--- src/rtl/adcser_pkg.sv ---
`timescale 1ns/1ps
package adcser_pkg;
    typedef enum logic [1:0] {
        ST_IDLE,
        ST_CONVERT,
        ST_SHIFT,
        ST_DONE
    } frame_state_e;
endpackage

--- src/rtl/sig_sync.sv ---
`timescale 1ns/1ps
module sig_sync #(
    parameter int   STAGES    = 2,
    parameter logic RESET_VAL = 1'b1
) (
    input  logic clk,
    input  logic rst_n,
    input  logic async_in,
    output logic level,
    output logic rise,
    output logic fall
);
    logic [STAGES:0] pipe;

    always_ff @(posedge clk or negedge rst_n) begin
        if (!rst_n) begin
            pipe <= {(STAGES+1){RESET_VAL}};
        end else begin
            pipe <= {pipe[STAGES-1:0], async_in};
        end
    end

    assign level = pipe[STAGES-1];
    assign rise  = pipe[STAGES-1] & ~pipe[STAGES];
    assign fall  = ~pipe[STAGES-1] & pipe[STAGES];
endmodule

--- src/rtl/frame_ctrl.sv ---
`timescale 1ns/1ps
module frame_ctrl
    import adcser_pkg::*;
#(
    parameter int CONV_EDGES = 19,
    parameter int STOP_EDGE  = 45,
    parameter int CNT_W      = 6
) (
    input  logic             clk,
    input  logic             rst_n,
    input  logic             cs_fall,
    input  logic             cs_rise,
    input  logic             sclk_fall,
    output logic             load,
    output logic             shift,
    output logic             lane_oe,
    output logic             busy,
    output logic [CNT_W-1:0] cnt
);
    frame_state_e state, state_nx;
    logic         edge_ok;

    assign edge_ok = sclk_fall & ~cs_rise;

    always_comb begin
        state_nx = state;
        unique case (state)
            ST_IDLE: begin
                if (cs_fall) state_nx = ST_CONVERT;
            end
            ST_CONVERT: begin
                if (cs_rise)
                    state_nx = ST_IDLE;
                else if (sclk_fall && cnt == CNT_W'(CONV_EDGES-1))
                    state_nx = ST_SHIFT;
            end
            ST_SHIFT: begin
                if (cs_rise)
                    state_nx = ST_IDLE;
                else if (sclk_fall && cnt == CNT_W'(STOP_EDGE-1))
                    state_nx = ST_DONE;
            end
            ST_DONE: begin
                if (cs_rise) state_nx = ST_IDLE;
            end
            default: state_nx = ST_IDLE;
        endcase
    end

    always_ff @(posedge clk or negedge rst_n) begin
        if (!rst_n) begin
            state <= ST_IDLE;
            cnt   <= '0;
        end else begin
            state <= state_nx;
            if (state == ST_IDLE || cs_rise)
                cnt <= '0;
            else if (edge_ok && (state == ST_CONVERT || state == ST_SHIFT))
                cnt <= cnt + 1'b1;
        end
    end

    always_comb begin
        load    = (state == ST_IDLE) && cs_fall;
        shift   = (state == ST_SHIFT) && edge_ok;
        lane_oe = (state == ST_SHIFT);
        busy    = (state == ST_CONVERT) || (state == ST_SHIFT);
    end
endmodule

--- src/rtl/out_lane.sv ---
`timescale 1ns/1ps
module out_lane #(
    parameter int DATA_W = 12
) (
    input  logic              clk,
    input  logic              rst_n,
    input  logic              load,
    input  logic              shift,
    input  logic              oe,
    input  logic [DATA_W-1:0] own_word,
    input  logic [DATA_W-1:0] other_word,
    output logic              dout
);
    localparam int SR_W = 2 * DATA_W;
    logic [SR_W-1:0] sreg;

    always_ff @(posedge clk or negedge rst_n) begin
        if (!rst_n)
            sreg <= '0;
        else if (load)
            sreg <= {own_word, other_word};
        else if (shift)
            sreg <= {sreg[SR_W-2:0], 1'b0};
    end

    assign dout = oe & sreg[SR_W-1];
endmodule

--- src/rtl/dual_adc_serializer.sv ---
`timescale 1ns/1ps
module dual_adc_serializer #(
    parameter int DATA_W      = 12,
    parameter int CONV_EDGES  = 19,
    parameter int SYNC_STAGES = 2
) (
    input  logic              clk,
    input  logic              rst_n,
    input  logic              cs_n,
    input  logic              sclk,
    input  logic [DATA_W-1:0] chan_a_res,
    input  logic [DATA_W-1:0] chan_b_res,
    output logic              dout_a,
    output logic              dout_a_oe,
    output logic              dout_b,
    output logic              dout_b_oe,
    output logic              busy
);
    localparam int STOP_EDGE = CONV_EDGES + 2 * DATA_W + 2;
    localparam int CNT_W     = $clog2(STOP_EDGE + 1);
    localparam int LANES     = 2;

    logic             cs_level, cs_fall, cs_rise;
    logic             sclk_level, sclk_rise, sclk_fall;
    logic             load, shift, lane_oe;
    logic [CNT_W-1:0] cnt;
    logic [LANES-1:0] lane_dout;

    sig_sync #(.STAGES(SYNC_STAGES), .RESET_VAL(1'b1)) u_cs_sync (
        .clk(clk), .rst_n(rst_n), .async_in(cs_n),
        .level(cs_level), .rise(cs_rise), .fall(cs_fall)
    );

    sig_sync #(.STAGES(SYNC_STAGES), .RESET_VAL(1'b1)) u_sclk_sync (
        .clk(clk), .rst_n(rst_n), .async_in(sclk),
        .level(sclk_level), .rise(sclk_rise), .fall(sclk_fall)
    );

    frame_ctrl #(
        .CONV_EDGES(CONV_EDGES), .STOP_EDGE(STOP_EDGE), .CNT_W(CNT_W)
    ) u_ctrl (
        .clk(clk), .rst_n(rst_n),
        .cs_fall(cs_fall), .cs_rise(cs_rise), .sclk_fall(sclk_fall),
        .load(load), .shift(shift), .lane_oe(lane_oe),
        .busy(busy), .cnt(cnt)
    );

    for (genvar g = 0; g < LANES; g++) begin : g_lane
        out_lane #(.DATA_W(DATA_W)) u_lane (
            .clk(clk), .rst_n(rst_n),
            .load(load), .shift(shift), .oe(lane_oe),
            .own_word  ((g == 0) ? chan_a_res : chan_b_res),
            .other_word((g == 0) ? chan_b_res : chan_a_res),
            .dout(lane_dout[g])
        );
    end

    assign dout_a    = lane_dout[0];
    assign dout_b    = lane_dout[1];
    assign dout_a_oe = lane_oe;
    assign dout_b_oe = lane_oe;
endmodule

--- config.mk ---
export PLATFORM = sky130hd
export DESIGN_NAME = dual_adc_serializer
export DESIGN_NICKNAME = d
export VERILOG_FILES = /design/src/rtl/adcser_pkg.sv /design/src/rtl/sig_sync.sv /design/src/rtl/frame_ctrl.sv /design/src/rtl/out_lane.sv /design/src/rtl/dual_adc_serializer.sv
export SDC_FILE = /design/constraint.sdc
export NUM_CORES = 1
export LEC_CHECK = 0
export ABC_CLOCK_PERIOD_IN_PS = 2100
export BUFFER_PORTS_ARGS = -buffer_cell sky130_fd_sc_hd__buf_2
export CORE_MARGIN = 2
export CORE_UTILIZATION = 60
export CTS_BUF_LIST = sky130_fd_sc_hd__clkbuf_4
export CTS_CLUSTER_SIZE = 10
export DETAILED_ROUTE_END_ITERATION = 7
export HOLD_SLACK_MARGIN = 0.06
export PLACE_DENSITY = 0.81
export SYNTH_ARGS = -nofsm -noshare
export SYNTH_HDL_FRONTEND = slang
export SYNTH_HIERARCHICAL = 1
export SYNTH_SLANG_ARGS = --single-unit
--- constraint.sdc ---
create_clock -name clk -period 2.1 [get_ports clk]
set_input_delay 0.21 -clock clk [delete_from_list [all_inputs] [get_ports clk]]
set_output_delay 0.21 -clock clk [all_outputs]
set_load 0.005 [all_outputs]
After elaboration in Yosys (flattened, before gate mapping)

Cells that the tools add are included.
Widths: inputs -> output; s select.

Output and inout bits: 5
Register bits: 62
Logic and storage cells: 50
Input bits: 28

Eq/ne operators: 9
Mux-type cells: 13
Reductions and logical operators: 11
Bitwise gates (word level): 10
Add/subtract/negate cells: 1

Operators with widths:

| kind                | number |
|---|---|
| $mux 24             | 4 |
| $mux 2              | 6 |
| $mux 6              | 2 |
| $pmux 2 s4          | 1 |
| $add 6x1->6 const B | 1 |
| $and 1x1->1         | 6 |
| $eq 6x5->1 const B  | 1 |
| $eq 6x6->1 const B  | 1 |
| $logic_and 1x1->1   | 5 |
| $eq 2x2->1 const B  | 2 |
| $ne 2x1->1 const B  | 2 |
| $not 1->1           | 4 |
| $reduce_and 4->1    | 1 |
| $reduce_bool 2->1   | 2 |
| $ne 3x1->1 const B  | 1 |
| $ne 3x3->1 const B  | 1 |
| $eq 2x1->1 const B  | 1 |
| $logic_not 2->1     | 1 |
| $logic_or 1x1->1    | 2 |

Longest topological paths before layout

Gate-level depths: netlist of run 1.

Depth in word-level cells: 7
Mapped depth: 7
Depth with buffers taken out: 6

By module

The synthesis of run 1 kept the hierarchy.

Modules (own cells, without submodules):

| module              | sequential area each (µm²) | cells each | instances | area each (µm²) |
|---|---|---|---|---|
| out_lane            | 600.6                      | 105        | 2         | 1,133.6 |
| frame_ctrl          | 200.2                      | 66         | 1         | 588.1 |
| sig_sync            | 78.8                       | 5          | 2         | 93.8 |
| dual_adc_serializer | 0.0                        | 1          | 1         | 7.5 |

Worst setup path after synthesis of run 1

OpenSTA, ideal clock, no wires.

Path kind: register -> register
From: register u_cs_sync.pipe[1]
To: register g_lane[0].u_lane.sreg[10]
Path slack: 430 ps
Clock period less this slack: 1,670 ps
Arrival time: 1,537 ps
Buffers on the path: 2
Data required time: 1,968 ps
Setup time: 132 ps
Cell stages (with the launch flop): 8
Cells stage by stage: dfstp_2 nor2b_1 inv_1 and3_1 buf_6 buf_12 mux2i_1 o21ai_1

Word-level cells in the longest chain between the ends: 5
Elaborated cells between the ends (all ways): 9
Those cells by class: mux: 1; bitwise: 5; reduce/logical: 3

Ends and longest elaborated chain:

| item                               | RTL line                  | text |
|---|---|---|
| start: declaration                 | sig_sync.sv:13            | `logic [STAGES:0] pipe;` |
| start signal: assignment           | sig_sync.sv:17            | `pipe <= {(STAGES+1){RESET_VAL}};` |
| start signal: assignment           | sig_sync.sv:19            | `pipe <= {pipe[STAGES-1:0], async_in};` |
| $and 1x1->1                        | sig_sync.sv:24            | `assign rise = pipe[STAGES-1] & ~pipe[STAGES];` |
| named net cs_rise                  | dual_adc_serializer.sv:23 | `logic cs_level, cs_fall, cs_rise;` |
| $not 1->1                          | frame_ctrl.sv:23          | `assign edge_ok = sclk_fall & ~cs_rise;` |
| $and 1x1->1                        | frame_ctrl.sv:23          |  |
| $logic_and 1x1->1                  | frame_ctrl.sv:65          | `shift = (state == ST_SHIFT) && edge_ok;` |
| named net shift                    | dual_adc_serializer.sv:25 | `logic load, shift, lane_oe;` |
| $reduce_bool 2->1 (no source line) | n/a                       |  |
| end signal: assignment             | out_lane.sv:21            | `sreg <= {own_word, other_word};` |
| end signal: assignment             | out_lane.sv:23            | `sreg <= {sreg[SR_W-2:0], 1'b0};` |
| end: declaration                   | out_lane.sv:15            | `logic [SR_W-1:0] sreg;` |

The timed path passes the listed nets, and every way through them passes these cells.
A chain may end at the register's enable or synchronous reset.

Worst setup path after layout of run 1

From: register u_cs_sync.pipe[1]
To: register g_lane[0].u_lane.sreg[7]

The elaborated chain is that of the path after synthesis.

==> results.md, run 1 <==
* N_diodes at 0
* Min-Delay Startpoint: chan_a_res[11]
* H-tree levels at 3
* Final Wtd Congestion at 0.9099
* Reg2reg path depth at 6
* Commonest non-fill, non-tap cell in the layout: dfrtp_1
* Worst Path Arrival at 2250 ps
* Total length of routed wires at 6.152 mm
* Die W at 75.23 um
* Lkg Pwr at 0.001479 uW
* Syn Nets at 322
* Maxcap violations at 0
* HPWL after DPL at 3.601 mm
* Dpl ws at 213.7 ps
* Worst Path Buf+Inv at 2
* Crit path time final at 1985 ps
* Vias per cell at 5.387
* Crit-path cells: nor2b_1 > inv_1 > and3_2 > buf_12 > mux2i_1 > o21ai_1
* Startpoint Class: register
* Root Driver: clkbuf_4
* Highest clock rate at 503.8 MHz
* Placement Rows at 25
* Status: complete, no violations
* RSZ-0062 raised after global routing: no
* Initial antenna violation count at 0
* Reg-to-reg slack, setup at 120 ps
* IO Pins at 33
* Layout cell share with drive strength beyond 1 at 17.34%
* Avg Cell Area, Syn at 10.64 sq um
* Clock Tree Buf Depth at 2
* Max-slew violations at 0
* TNS Setup at 0 ps
* PD cells at 1116 nW/um^2
* Synth-to-Final Area Change at 18.21%
* Worst Hold Path Cells at 3
* Worst-margin pin slew at 667.6 ps
* Final hold violation count at 0
* Worst skew pair latency at 410 ps
* Num CTS Buffers at 9
* Worst hold path type: in -> reg
* Final hold slack at 81.94 ps
* Core area at 4817 sq um
* Clock Pin Slew Worst Setup and Hold Paths at 100 ps
* Reg2Reg Launch Point: u_cs_sync/pipe[1]
* Crit Path Category: reg -> reg
* 1st-iter DRT viols at 152
* Hold EP: g_lane[0].u_lane/sreg[23]
* Final period utilization at 94.52%
* Nets@finish at 377
* Routed Antenna Nets at 0
* CP max stage cell: dfstp_2
* CP peak stage delay at 550 ps
* Residual DRC at 0
* Cell area after synthesis at 3044 sq um
* Critical path data required time at 2360 ps
* Die area at 5660 sq um
* Peak supply drop at 768.5 uV
* Final Skew at 29.06 ps
* Post-Synthesis Cells at 286
* Final design utilization at 74.70%
* 1st-pass router iterations at 4
* Clk sink count at 62
* CTS tree: done
* Syn. warnings at 6
* Routed vias at 2225
* Die height at 75.23 um
* Largest net degree at the start of global routing at 97
* Final worst slack at 115.1 ps
* Crit path max-delay family: simple AND/OR/NAND/NOR gates
* Most frequent cells in the layout: 56 x dfrtp_1, 53 x nand2_1, 46 x mux2i_1
* First-pass GRT wire length at 10.05 mm
* CTS resizes at 0
* Initial Utilization at 63.19%
* Crit path max fanout at 48
* Critical Path End Type: register
* Overflow after GRT at 0
* Reg2reg end: g_lane[0].u_lane/sreg[7]
* Avg WL per Cell at 14.90 um
* # setup viols final at 0
* Relative slew slack at 55.49%
* Number of global-route vias before repair at 2185
* Overall routing resource usage at 24.19%
* I/O Buffers at 32
* WP depth at 6
-- flip-flops by register name (all words and copies together) (netlist names) --
name,count
g_lane.u_lane/sreg,48
u_cs_sync/pipe,3
u_ctrl/cnt,6
u_ctrl/state,2
u_sclk_sync/pipe,3
-- metal layers --
metal  wire length [um]  global-route usage, %
met1               2681                  30.96
met2               3083                  38.60
met3                264                  4.552
met4                123                  14.23
met5                  0                      0
-- per-stage QoR --
stage | cells | total power, uW | instance area (sq um)
after floorplan | 286 | 2742 | 3044
after global placement | 371 | 2975 | 3187
after detailed placement | 371 | 3052 | 3187
after CTS | 413 | 3992 | 3598
after global routing | 413 | 4285 | 3598
final | 413 | 4016 | 3598
-- worst max path at each step --
stage / startpoint / slack (ps) / end
floorplan: u_cs_sync/pipe[1] / 430 / g_lane[0].u_lane/sreg[10]
global placement: u_cs_sync/pipe[1] / 320 / g_lane[1].u_lane/sreg[22]
detailed placement: u_cs_sync/pipe[1] / 210 / g_lane[0].u_lane/sreg[16]
finish: u_cs_sync/pipe[1] / 120 / g_lane[0].u_lane/sreg[7]
CTS: u_cs_sync/pipe[1] / 200 / g_lane[0].u_lane/sreg[16]
global route: u_cs_sync/pipe[1] / 70 / g_lane[1].u_lane/sreg[10]
-- worst min-delay path, delay by kind of cell --
| family | cells | cell delay, ps |
|---|---|---|
| AOI/OAI and AO/OA | 1 | 70 |
| buffers and inverters | 1 | 100 |
| and+or+nand+nor | 1 | 50 |
-- where the power goes --
| group | total (uW) | switching, uW | internal (uW) |
|---|---|---|---|
| registers | 1980 | 305 | 1680 |
| logic | 1120 | 592 | 530 |
| clock network | 912 | 428 | 484 |
-- what timing repair did --
action                    4_1_cts  5_1_grt
buffers inserted                0        0
hold buffers                   26        0
hold endpoints to repair       69        0
-- cell type report --
class / instances / area [sq um]
inverter: 6 / 22.52
timing repair buffer: 62 / 488.0
clock inverter: 6 / 76.32
tap: 67 / 83.83
clock buffer: 10 / 75.07
fill: 352 / 1219
multi-input combinational: 200 / 1294
sequential: 62 / 1559
Power figures use the tool's default switching activity.
==> run 2: changes to the inputs <==
--- a/config.mk
+++ b/config.mk
@@ -9,7 +9,7 @@
 export BUFFER_PORTS_ARGS = -buffer_cell sky130_fd_sc_hd__buf_2
 export CORE_MARGIN = 2
 export CORE_UTILIZATION = 60
-export CTS_BUF_LIST = sky130_fd_sc_hd__clkbuf_4
+export CTS_BUF_LIST = sky130_fd_sc_hd__clkbuf_4 sky130_fd_sc_hd__clkbuf_8
 export CTS_CLUSTER_SIZE = 10
 export DETAILED_ROUTE_END_ITERATION = 7
 export HOLD_SLACK_MARGIN = 0.06
==> results.md, run 2 (synthesized netlist as in run 1, its figures left out) <==
* Critical Path End Type: register (unchanged)
* Total length of routed wires at 5.580 mm (was 6.152 mm)
* Final hold violation count at 0 (unchanged)
* Startpoint Class: register (unchanged)
* Routed Antenna Nets at 0 (unchanged)
* Residual DRC at 0 (unchanged)
* Clock Tree Buf Depth at 2 (unchanged)
* # setup viols final at 0 (unchanged)
* HPWL after DPL at 3.601 mm (unchanged)
* First-pass GRT wire length at 9.039 mm (was 10.05 mm)
* Initial Utilization at 63.19% (unchanged)
* I/O Buffers at 32 (unchanged)
* Root Driver: clkbuf_8 (was clkbuf_4)
* Placement Rows at 25 (unchanged)
* Reg2Reg Launch Point: u_cs_sync/pipe[1] (unchanged)
* N_diodes at 0 (unchanged)
* Crit-path cells: nor2b_1 > inv_1 > and3_2 > buf_12 > mux2i_1 > o21ai_1 (unchanged)
* IO Pins at 33 (unchanged)
* Vias per cell at 5.310 (was 5.387)
* 1st-iter DRT viols at 115 (was 152)
* Largest net degree at the start of global routing at 97 (unchanged)
* Clk sink count at 62 (unchanged)
* Largest register by flop count: g_lane.u_lane/sreg (unchanged)
* Die W at 75.23 um (unchanged)
* Avg WL per Cell at 14.31 um (was 14.90 um)
* Highest clock rate at 524.8 MHz (was 503.8 MHz)
* CP peak stage delay at 540 ps (was 550 ps)
* Worst-margin pin slew at 681.6 ps (was 667.6 ps)
* PD cells at 1233 nW/um^2 (was 1116 nW/um^2)
* Initial antenna violation count at 0 (unchanged)
* Worst Hold Path Cells at 3 (unchanged)
* Crit Path Category: reg -> reg (unchanged)
* Max reg flops at 48 (unchanged)
* Peak supply drop at 729.2 uV (was 768.5 uV)
* Min-Delay Startpoint: chan_a_res[0] (was chan_a_res[11])
* Critical path data required time at 2300 ps (was 2360 ps)
* Number of global-route vias before repair at 1969 (was 2185)
* Combinational share of power at 25.1% (was 28.0%)
* Num CTS Buffers at 9 (unchanged)
* RSZ-0062 raised after global routing: no (unchanged)
* Placed cell count at 371 (unchanged)
* Commonest non-fill, non-tap cell in the layout: dfrtp_1 (unchanged)
* H-tree levels at 3 (unchanged)
* Clock share of power at 28.5% (was 22.7%)
* Nets@finish at 354 (was 377)
* TNS Setup at 0 ps (unchanged)
* Maxcap violations at 0 (unchanged)
* 1st-pass router iterations at 4 (unchanged)
* Layout cell share with drive strength beyond 1 at 19.50% (was 17.34%)
* Crit path max-delay family: simple AND/OR/NAND/NOR gates (unchanged)
* CTS tree: done (unchanged)
* Lkg Pwr at 0.001423 uW (was 0.001479 uW)
* Overall routing resource usage at 21.52% (was 24.19%)
* Status: complete, no violations (unchanged)
* Reg2reg path depth at 6 (unchanged)
* Crit path max fanout at 48 (unchanged)
* Critical Path Sink: g_lane[0].u_lane/sreg[16] (was g_lane[0].u_lane/sreg[7])
* Die area at 5660 sq um (unchanged)
* Crit path time final at 1906 ps (was 1985 ps)
* Relative slew slack at 54.56% (was 55.49%)
* Reg-to-reg slack, setup at 190 ps (was 120 ps)
* Sw Pwr at 1300 uW (was 1325 uW)
* Pint at 2961 uW (was 2691 uW)
* Crit. Startpoint: u_cs_sync/pipe[1] (unchanged)
* Worst Path Arrival at 2110 ps (was 2250 ps)
* Reg2reg end: g_lane[0].u_lane/sreg[16] (was g_lane[0].u_lane/sreg[7])
* Worst Path Buf+Inv at 2 (unchanged)
* Core area at 4817 sq um (unchanged)
* Worst skew pair latency at 330 ps (was 410 ps)
* Sw Ratio at 30.51% (was 33.00%)
* CP max stage cell: dfstp_2 (unchanged)
* Layout Cells excl Fill at 390 (was 413)
* Overflow after GRT at 0 (unchanged)
* Final period utilization at 90.74% (was 94.52%)
* Final Wtd Congestion at 0.9099 (unchanged)
* Synth-to-Final Area Change at 13.48% (was 18.21%)
* Routed vias at 2071 (was 2225)
* Clock Pin Slew Worst Setup and Hold Paths at 70 ps (was 100 ps)
* Worst hold path type: in -> reg (unchanged)
* Final hold slack at 101.5 ps (was 81.94 ps)
* Most frequent cells in the layout: 56 x dfrtp_1, 53 x nand2_1, 46 x mux2i_1 (unchanged)
* Die height at 75.23 um (unchanged)
* Final Skew at 4.689 ps (was 29.06 ps)
* Flop pwr share at 46.4% (was 49.3%)
* WP depth at 6 (unchanged)
* Max-slew violations at 0 (unchanged)
* Top Registers: g_lane.u_lane/sreg (48), u_ctrl/cnt (6) (unchanged)
## run 2: changes by cell type in the layout (fill, tap and decap cells not counted), sizes merged
cell         delta
dlygate4sd3    -23
clkbuf          +3
clkinv          -3
## run 2: power groups by stage
stage	sequential, uW	clock (uW)	combinational (uW)
2_1_floorplan	1880	0	859
3_3_place_gp	1970	0	1000
3_5_place_dp	1990	0	1070
4_1_cts	1980	1240	1080
5_1_grt	2020	1280	1220
6_report	1980	1220	1070
## run 2: worst reg2reg max path: cells and delay by family (launching register included)
kind,cells,cell delay (ps)
muxes,1,220
buffers and inverters,2,330
DFF,1,540
and+or+nand+nor,2,610
AOI/OAI and AO/OA,1,90
## run 2: how the worst min path moves through the flow
stage,to
6_report,g_lane[1].u_lane/sreg[0]
5_1_grt,g_lane[0].u_lane/sreg[7]
4_1_cts,g_lane[1].u_lane/sreg[20]
3_5_place_dp,u_ctrl/state[0]
3_3_place_gp,u_ctrl/state[0]
2_1_floorplan,g_lane[0].u_lane/sreg[0]
## run 2: what timing repair did
item | 4_1_cts | 5_1_grt
setup endpoints to repair | 0 | 0
buffers inserted | 0 | 0
gates resized for setup | 0 | 0
hold buffers | 3 | 0
hold endpoints to repair | 28 | 0
## run 2: stage by stage
stage                     power, uW  instance area, sq um  util, %  setup slack (ps)
final                          4260                  3455    71.71             194.4
after global routing           4528                  3455    71.71             86.99
after floorplan                2742                  3044        -             430.4
after detailed placement       3052                  3187    66.16             213.7
after global placement         2975                  3187    66.16             323.5
after CTS                      4294                  3455    71.71             202.6
## run 2: final cells by class
type / instances / area (sq um)
sequential: 62 / 1559
timing repair buffer: 39 / 257.7
clock inverter: 3 / 65.06
fill: 364 / 1363
tap: 67 / 83.83
clock buffer: 13 / 172.7
inverter: 6 / 22.52
multi-input combinational: 200 / 1294
## run 2: layer usage
layer / share of wire, % / vias to the layer above / track usage [%] / wire [um]
met3: 3.0 / 8 / 5.756 / 169
met1: 47 / 979 / 28.34 / 2606
met2: 49 / 34 / 34.80 / 2742
met5: 0 / - / 0 / 0
met4: 1.1 / 0 / 7.407 / 61
li1: - / 1050 / - / -
